$ cat config.mk
export PLATFORM = sky130hd
export DESIGN_NAME = aud_serial_rx
export DESIGN_NICKNAME = d
export VERILOG_FILES = /design/src/rtl/aud_rx_pkg.sv /design/src/rtl/aud_rx_sync.sv /design/src/rtl/aud_rx_core.sv /design/src/rtl/aud_rx_pack.sv /design/src/rtl/aud_serial_rx.sv
export SDC_FILE = /design/constraint.sdc
export NUM_CORES = 1
export LEC_CHECK = 0
export BUFFER_PORTS_ARGS = -buffer_cell sky130_fd_sc_hd__buf_2
export CAP_MARGIN = 30
export CORE_ASPECT_RATIO = 0.7
export CORE_MARGIN = 3
export CORE_UTILIZATION = 54
export DETAILED_ROUTE_END_ITERATION = 6
export PLACE_DENSITY = 0.75
export SETUP_SLACK_MARGIN = 0.4
export SYNTH_ARGS = -nofsm -noshare
export SYNTH_HDL_FRONTEND = slang
export SYNTH_HIERARCHICAL = 1
export SYNTH_SLANG_ARGS = --single-unit
export TNS_END_PERCENT = 10
$ cat constraint.sdc
create_clock -name clk -period 1.6 [get_ports clk]
set_clock_uncertainty 0.1 [all_clocks]
set_input_delay 0.16 -clock clk [delete_from_list [all_inputs] [get_ports clk]]
set_output_delay 0.16 -clock clk [all_outputs]
set_load 0.02 [all_outputs]
$ cat src/rtl/aud_rx_pkg.sv
package aud_rx_pkg;

    localparam int SAMPLE_W = 24;
    localparam int HALF_MAX = 32;

    typedef enum logic [1:0] {
        FMT_I2S  = 2'b00,
        FMT_RJ16 = 2'b01,
        FMT_RJ20 = 2'b10,
        FMT_RJ24 = 2'b11
    } fmt_e;

    typedef enum logic [1:0] {
        ST_SEEK  = 2'b00,
        ST_LEFT  = 2'b01,
        ST_RIGHT = 2'b10
    } rx_state_e;

endpackage

$ cat src/rtl/aud_rx_sync.sv
// Synchronizes the serial lines; bit 0 of din is the bit clock, whose rise is flagged.
module aud_rx_sync #(
    parameter int STAGES = 2,
    parameter int W      = 3
) (
    input  logic         clk,
    input  logic         rst_n,
    input  logic [W-1:0] din,
    output logic [W-2:0] dout,
    output logic         rise
);
    logic [W-1:0] pipe [STAGES];
    logic         clk_prev;

    always_ff @(posedge clk) begin
        if (!rst_n) begin
            for (int s = 0; s < STAGES; s++) pipe[s] <= '0;
            clk_prev <= 1'b0;
        end else begin
            pipe[0] <= din;
            for (int s = 1; s < STAGES; s++) pipe[s] <= pipe[s-1];
            clk_prev <= pipe[STAGES-1][0];
        end
    end

    assign rise = pipe[STAGES-1][0] & ~clk_prev;
    assign dout = pipe[STAGES-1][W-1:1];

    // A rise is a single-cycle event: needed for the fixed latency of R9.
    assert_rise_single_R9: assert property (@(posedge clk) disable iff (!rst_n)
        rise |=> !rise);

endmodule

$ cat src/rtl/aud_rx_core.sv
import aud_rx_pkg::*;

module aud_rx_core #(
    parameter int SW   = 24,
    parameter int HMAX = 32
) (
    input  logic          clk,
    input  logic          rst_n,
    input  logic          tick,
    input  logic          ws,
    input  logic          sd,
    input  fmt_e          fmt,
    output logic [SW-1:0] raw_l,
    output logic [SW-1:0] raw_r,
    output logic          done,
    output logic          err
);
    localparam int CW = $clog2(HMAX + 2);
    localparam logic [CW-1:0] CNT_SAT = CW'(HMAX + 1);
    localparam logic [CW-1:0] CNT_TOP = CW'(HMAX);

    rx_state_e     state, state_nx;
    logic          ws_q;
    logic [CW-1:0] cnt;
    logic [SW-1:0] acc, acc_ins, shreg, hold_l, word_fin;
    logic          ws_edge;

    assign ws_edge = tick && (ws != ws_q);

    // I2S placement: the bit in slot cnt of a half lands at position SW-cnt
    always_comb begin
        acc_ins = acc;
        for (int b = 0; b < SW; b++) begin
            if (cnt == CW'(SW - b)) acc_ins[b] = sd;
        end
    end

    assign word_fin = (fmt == FMT_I2S) ? acc_ins : shreg;

    always_comb begin
        state_nx = state;
        if (ws_edge) begin
            unique case (state)
                ST_SEEK:  if (!ws) state_nx = ST_LEFT;   // seek_lock
                ST_LEFT:  if (ws)  state_nx = ST_RIGHT;  // left_done
                ST_RIGHT: if (!ws) state_nx = ST_LEFT;   // frame_done
                default:           state_nx = ST_SEEK;
            endcase
        end
    end

    always_ff @(posedge clk) begin
        if (!rst_n) state <= ST_SEEK;
        else        state <= state_nx;
    end

    always_ff @(posedge clk) begin
        if (!rst_n) begin
            ws_q   <= 1'b0;
            cnt    <= '0;
            acc    <= '0;
            shreg  <= '0;
            hold_l <= '0;
            raw_l  <= '0;
            raw_r  <= '0;
            done   <= 1'b0;
            err    <= 1'b0;
        end else begin
            done <= 1'b0;
            err  <= 1'b0;
            if (tick) begin
                ws_q  <= ws;
                shreg <= {shreg[SW-2:0], sd};
                if (ws_edge) begin
                    cnt <= CW'(1);
                    acc <= '0;
                    if (state == ST_LEFT && ws) hold_l <= word_fin;
                    if (state == ST_RIGHT && !ws) begin
                        raw_l <= hold_l;
                        raw_r <= word_fin;
                        done  <= 1'b1;
                    end
                end else begin
                    acc <= acc_ins;
                    if (cnt != CNT_SAT) cnt <= cnt + CW'(1);
                    if (cnt == CNT_TOP) err <= 1'b1;
                end
            end
        end
    end

    assert_done_pulse_R7: assert property (@(posedge clk) disable iff (!rst_n)
        done |=> !done);
    assert_done_in_left_R7: assert property (@(posedge clk) disable iff (!rst_n)
        done |-> state == ST_LEFT);
    assert_no_publish_seek_R2: assert property (@(posedge clk) disable iff (!rst_n)
        (state == ST_SEEK) |-> !done);
    assert_err_count_R8: assert property (@(posedge clk) disable iff (!rst_n)
        err |-> cnt == CNT_SAT);
    assert_err_pulse_R8: assert property (@(posedge clk) disable iff (!rst_n)
        err |=> !err);

endmodule

$ cat src/rtl/aud_rx_pack.sv
import aud_rx_pkg::*;

module aud_rx_pack #(
    parameter int SW = 24
) (
    input  fmt_e          fmt,
    input  logic [SW-1:0] raw,
    output logic [SW-1:0] word
);
    localparam int N_SHORT = SW - 8;
    localparam int N_MID   = SW - 4;

    always_comb begin
        unique case (fmt)
            FMT_I2S:  word = raw;
            FMT_RJ16: word = {{(SW-N_SHORT){raw[N_SHORT-1]}}, raw[N_SHORT-1:0]};
            FMT_RJ20: word = {{(SW-N_MID){raw[N_MID-1]}}, raw[N_MID-1:0]};
            default:  word = raw;
        endcase
    end

    always_comb begin
        if (fmt == FMT_RJ16)
            assert_sext16_R6: assert (word[SW-1:N_SHORT-1] == '0 || word[SW-1:N_SHORT-1] == '1);
        if (fmt == FMT_RJ20)
            assert_sext20_R6: assert (word[SW-1:N_MID-1] == '0 || word[SW-1:N_MID-1] == '1);
    end

endmodule

$ cat src/rtl/aud_serial_rx.sv
import aud_rx_pkg::*;

module aud_serial_rx #(
    parameter int SW    = SAMPLE_W,
    parameter int HMAX  = HALF_MAX,
    parameter int SYNC  = 2
) (
    input  logic          clk,
    input  logic          rst_n,
    input  logic          bck,
    input  logic          ws,
    input  logic          sd,
    input  logic [1:0]    fmt,
    output logic [SW-1:0] left,
    output logic [SW-1:0] right,
    output logic          valid,
    output logic          frame_err
);
    localparam int NCH = 2;

    logic [1:0]    sync_dat;
    logic          tick;
    logic [SW-1:0] raw_w  [NCH];
    logic [SW-1:0] word_w [NCH];
    fmt_e          fmt_t;

    assign fmt_t = fmt_e'(fmt);

    aud_rx_sync #(.STAGES(SYNC), .W(3)) u_sync (
        .clk  (clk),
        .rst_n(rst_n),
        .din  ({sd, ws, bck}),
        .dout (sync_dat),
        .rise (tick)
    );

    aud_rx_core #(.SW(SW), .HMAX(HMAX)) u_core (
        .clk  (clk),
        .rst_n(rst_n),
        .tick (tick),
        .ws   (sync_dat[0]),
        .sd   (sync_dat[1]),
        .fmt  (fmt_t),
        .raw_l(raw_w[0]),
        .raw_r(raw_w[1]),
        .done (valid),
        .err  (frame_err)
    );

    for (genvar ch = 0; ch < NCH; ch++) begin : g_chan
        aud_rx_pack #(.SW(SW)) u_pack (
            .fmt (fmt_t),
            .raw (raw_w[ch]),
            .word(word_w[ch])
        );
    end

    assign left  = word_w[0];
    assign right = word_w[1];

endmodule

==> impl_metrics.ini <==
[drt]
drt_iter0_markers = 1121
routed_wl_mm = 23.4
avgViaCountPerCell = 6.61
drcViolationCount = 3
ant_nets = 0
first_pass_iters = 7
detail_route.wl_per_cell_um = 23.1
vias = 6714

[grt]
grt_pass1_wl_mm = 31.8
antenna_found_initial = 0
grt_pass1_vias = 6141
track_usage = 0.304
grt_max_degree = 38
grt_overflow = 0

[setup_path]
cp_slowest_stage_delay_ns = 0.32
arrival_ns = 2.09
critPathRequiredTime_ns = 1.83
cpMostUsedCell = buf_12
critical_path.max_fanout = 14
cp-end-kind = flop
start_kind = flop
rr_worst_depth = 8
slowest_stage = dfxtp_2
crit_type = flop to flop
cp_cell_sequence = nor2b_4 > buf_12 > buf_12 > and4b_1 > buf_12 > buf_12 > nand2_1 > a21oi_1

[sta]
period_minus_slack_ns = 1.86
rsz0062_at_grt = yes
report.final.slew_viol_count = 0
worst_slack_ns = -0.260
tightestPinTransition_ns = 0.564
fmax_mhz = 538
period_share = 1.16
setup_viol = 86
hold_viol_final = 0
slew_headroom = 0.620

[synthesis]
yosys_warnings = 6
syn_avg_cell_area_um2 = 8.37
ys_seq_elements = 138
syn_area_um2 = 6360
seq_area_frac_synth = 0.434
ys.flop_type = dfxtp_1
async_flop_share = 0
synth_nets = 776
synth_edf_count = 0
synthCells = 760
yosysUniqueCellTypes = 50

[placement]
dpl.cell_count = 933
dp_hpwl_mm = 10.8
globalplace.congestion = 0.883
io_buffers = 56
dpl_worst_slack_ns = -0.260
placed_area_um2 = 6870

[pwr]
leakagePower_nw = 3.47
p_total_mw = 8.26
ir_drop_mv = 0.732
p_per_area_nw_per_um2 = 905

[clock_network]
cts-buffers-inserted = 17
h-tree-depth = 4
clockBufferDepth = 2
clkSlewWorstSetupHoldPaths_ns = 0.06
cts_tree = built
clk_latency_ns = 0.42
clock_sinks = 138
cts-root-buf = clkbuf_16

[cells_and_area]
drive_above_1_share = 0.422
post-route-cell-area_um2 = 9130
layout.cells.non_filler = 1015
final_util = 0.811
fin_nets = 865
syn_to_final_growth_pct = 43.5
diodes = 0

[outcome]
status = finished with violations
violations = DRC, setup timing

[floorplanning]
coreArea_um2 = 11300
die_w_um = 136
row_count = 32
io_pins = 57
start_util = 0.565
chipHeight_um = 96.8
die-area_um2 = 13100

[min_path]
holdCritPathClass = input pin to flop
hold_depth = 4

[run]
maxCapViolCount = 0
-- cell usage after synthesis, types with 2 or more instances --
cell type	count	area (um2)
mux2i_1	26	260
o22ai_1	19	119
mux2_2	5	56.3
nor2b_1	4	25.0
xnor2_1	2	17.5
inv_1	16	60.1
o31ai_1	13	97.6
buf_2	19	95.1
nand4_1	19	119
clkbuf_1	36	135
o32ai_1	5	43.8
dfxtp_1	138	2760
ha_1	9	113
nand3b_1	4	30.0
and2_1	8	50.1
xor2_1	3	26.3
a21boi_0	8	60.1
nand3_1	72	360
buf_4	35	263
a221oi_2	2	30.0
o21a_1	11	82.6
and4b_1	2	20.0
o2111ai_1	10	87.6
a21oi_1	43	215
nand2_1	103	387
o21ai_1	13	65.1
and3_1	11	68.8
nor2_1	38	143
a311o_1	10	100
buf_1	5	18.8
buf_6	5	56.3
o21ai_0	48	240
-- cells in the final DEF, fill, tap and decap left out, drive strengths merged, types with 3 or more instances in the layout --
| master | synthesis | routed |
|---|---|---|
| dfxtp | 138 | 138 |
| o21ai | 61 | 61 |
| o21a | 11 | 11 |
| mux2i | 26 | 26 |
| o22ai | 19 | 19 |
| and3 | 11 | 11 |
| clkinv | 1 | 7 |
| nand3b | 4 | 4 |
| a311o | 10 | 10 |
| nand3 | 72 | 72 |
| mux2 | 5 | 5 |
| buf | 64 | 163 |
| inv | 16 | 18 |
| o31ai | 13 | 13 |
| a21oi | 43 | 43 |
| o32ai | 5 | 5 |
| dlygate4sd3 | 0 | 3 |
| nor2b | 4 | 4 |
| nor2 | 39 | 39 |
| and2 | 8 | 8 |
| clkbuf | 37 | 22 |
| ha | 9 | 9 |
| bufinv | 0 | 3 |
| nand4 | 19 | 19 |
| xor2 | 3 | 3 |
| nand2 | 103 | 104 |
| a21boi | 8 | 8 |
| o2111ai | 10 | 10 |
-- registers in the layout (all words and copies together), names as in the netlist, 2 cells and up --
signal	cells
u_sync/pipe	6
u_core/raw_l	24
u_core/acc	24
u_core/raw_r	24
u_core/cnt	6
u_core/shreg	24
u_core/hold_l	24
u_core/state	2
-- cell type report --
class / instances / area (um2)
Sequential cell: 138 / 2800
Multi-Input combinational cell: 505 / 3740
Timing Repair Buffer: 170 / 1710
Inverter: 17 / 70.1
Tap cell: 153 / 191
Clock inverter: 13 / 168
Clock buffer: 19 / 453
Fill cell: 587 / 2120
-- through the flow --
stage / hold slack, ns / TNS, ns
floorplan: 0.182 / 0
global placement: 0.268 / -9.47
detailed placement: 0.268 / -13.15
CTS: 0.138 / -2.05
global route: 0.162 / -12.93
finish: 0.165 / -9.39
-- where the power goes --
group          leakage, nW  total (mW)  internal, mW  switching, mW
Sequential            1.12        3.45          3.44        0.00912
Clock                0.305        4.16          2.55           1.61
Combinational         2.04       0.650         0.255          0.394
Total                 3.47        8.26          6.25           2.01
-- routing by layer --
metal,part of all wire,global-route usage,vias to the layer above
met4,0.057,0.143,0
met1,0.37,0.387,3169
met3,0.10,0.0655,147
met5,0,0,-
li1,-,-,2848
met2,0.47,0.490,550
-- critical path: cells and delay by family, from the launching register on --
kind,cells,cell delay [ns]
simple gates,3,0.55
flops,1,0.32
compound gates,1,0.20
buf+inv,4,0.59
-- worst paths after layout --
| path | startpoint | to | slack [ns] |
|---|---|---|---|
| worst max-delay path | u_sync/pipe[0][3]$_SDFF_PN0_ | u_core/raw_l[11]$_SDFFE_PN0P_ | -0.26 |
| worst min-delay path | rst_n | u_core/done$_SDFF_PN0_ | 0.17 |
| worst max register to register | u_sync/pipe[0][3]$_SDFF_PN0_ | u_core/raw_l[11]$_SDFFE_PN0P_ | -0.26 |
| worst min register to register | u_sync/pipe[0][1]$_SDFF_PN0_ | u_sync/pipe[0][4]$_SDFF_PN0_ | 0.35 |
-- what timing repair did --
| item | in CTS | in global routing |
|---|---|---|
| hold endpoints to repair | 3 | 0 |
| pin swaps | 78 | 64 |
| gates resized for setup | 174 | 127 |
| buffers inserted | 26 | 8 |
| gates cloned | 11 | 2 |
| endpoints found under the setup margin | 152 | 168 |
| hold buffers | 3 | 0 |
-- logic make-up (layout without fill, tap and decap cells) --
| family | after synthesis | in the layout | share of synthesized area |
|---|---|---|---|
| AO/OA/AOI/OAI | 184 | 184 | 0.182 |
| AND/OR/NAND/NOR | 275 | 276 | 0.209 |
| buffers and inverters | 118 | 219 | 0.100 |
| XOR/XNOR | 5 | 5 | 0.00689 |
| flip-flops | 138 | 138 | 0.434 |
| adder cells (fa/ha/maj) | 9 | 9 | 0.0177 |
| multiplexers | 31 | 31 | 0.0498 |
Power figures use the tool's default switching activity.
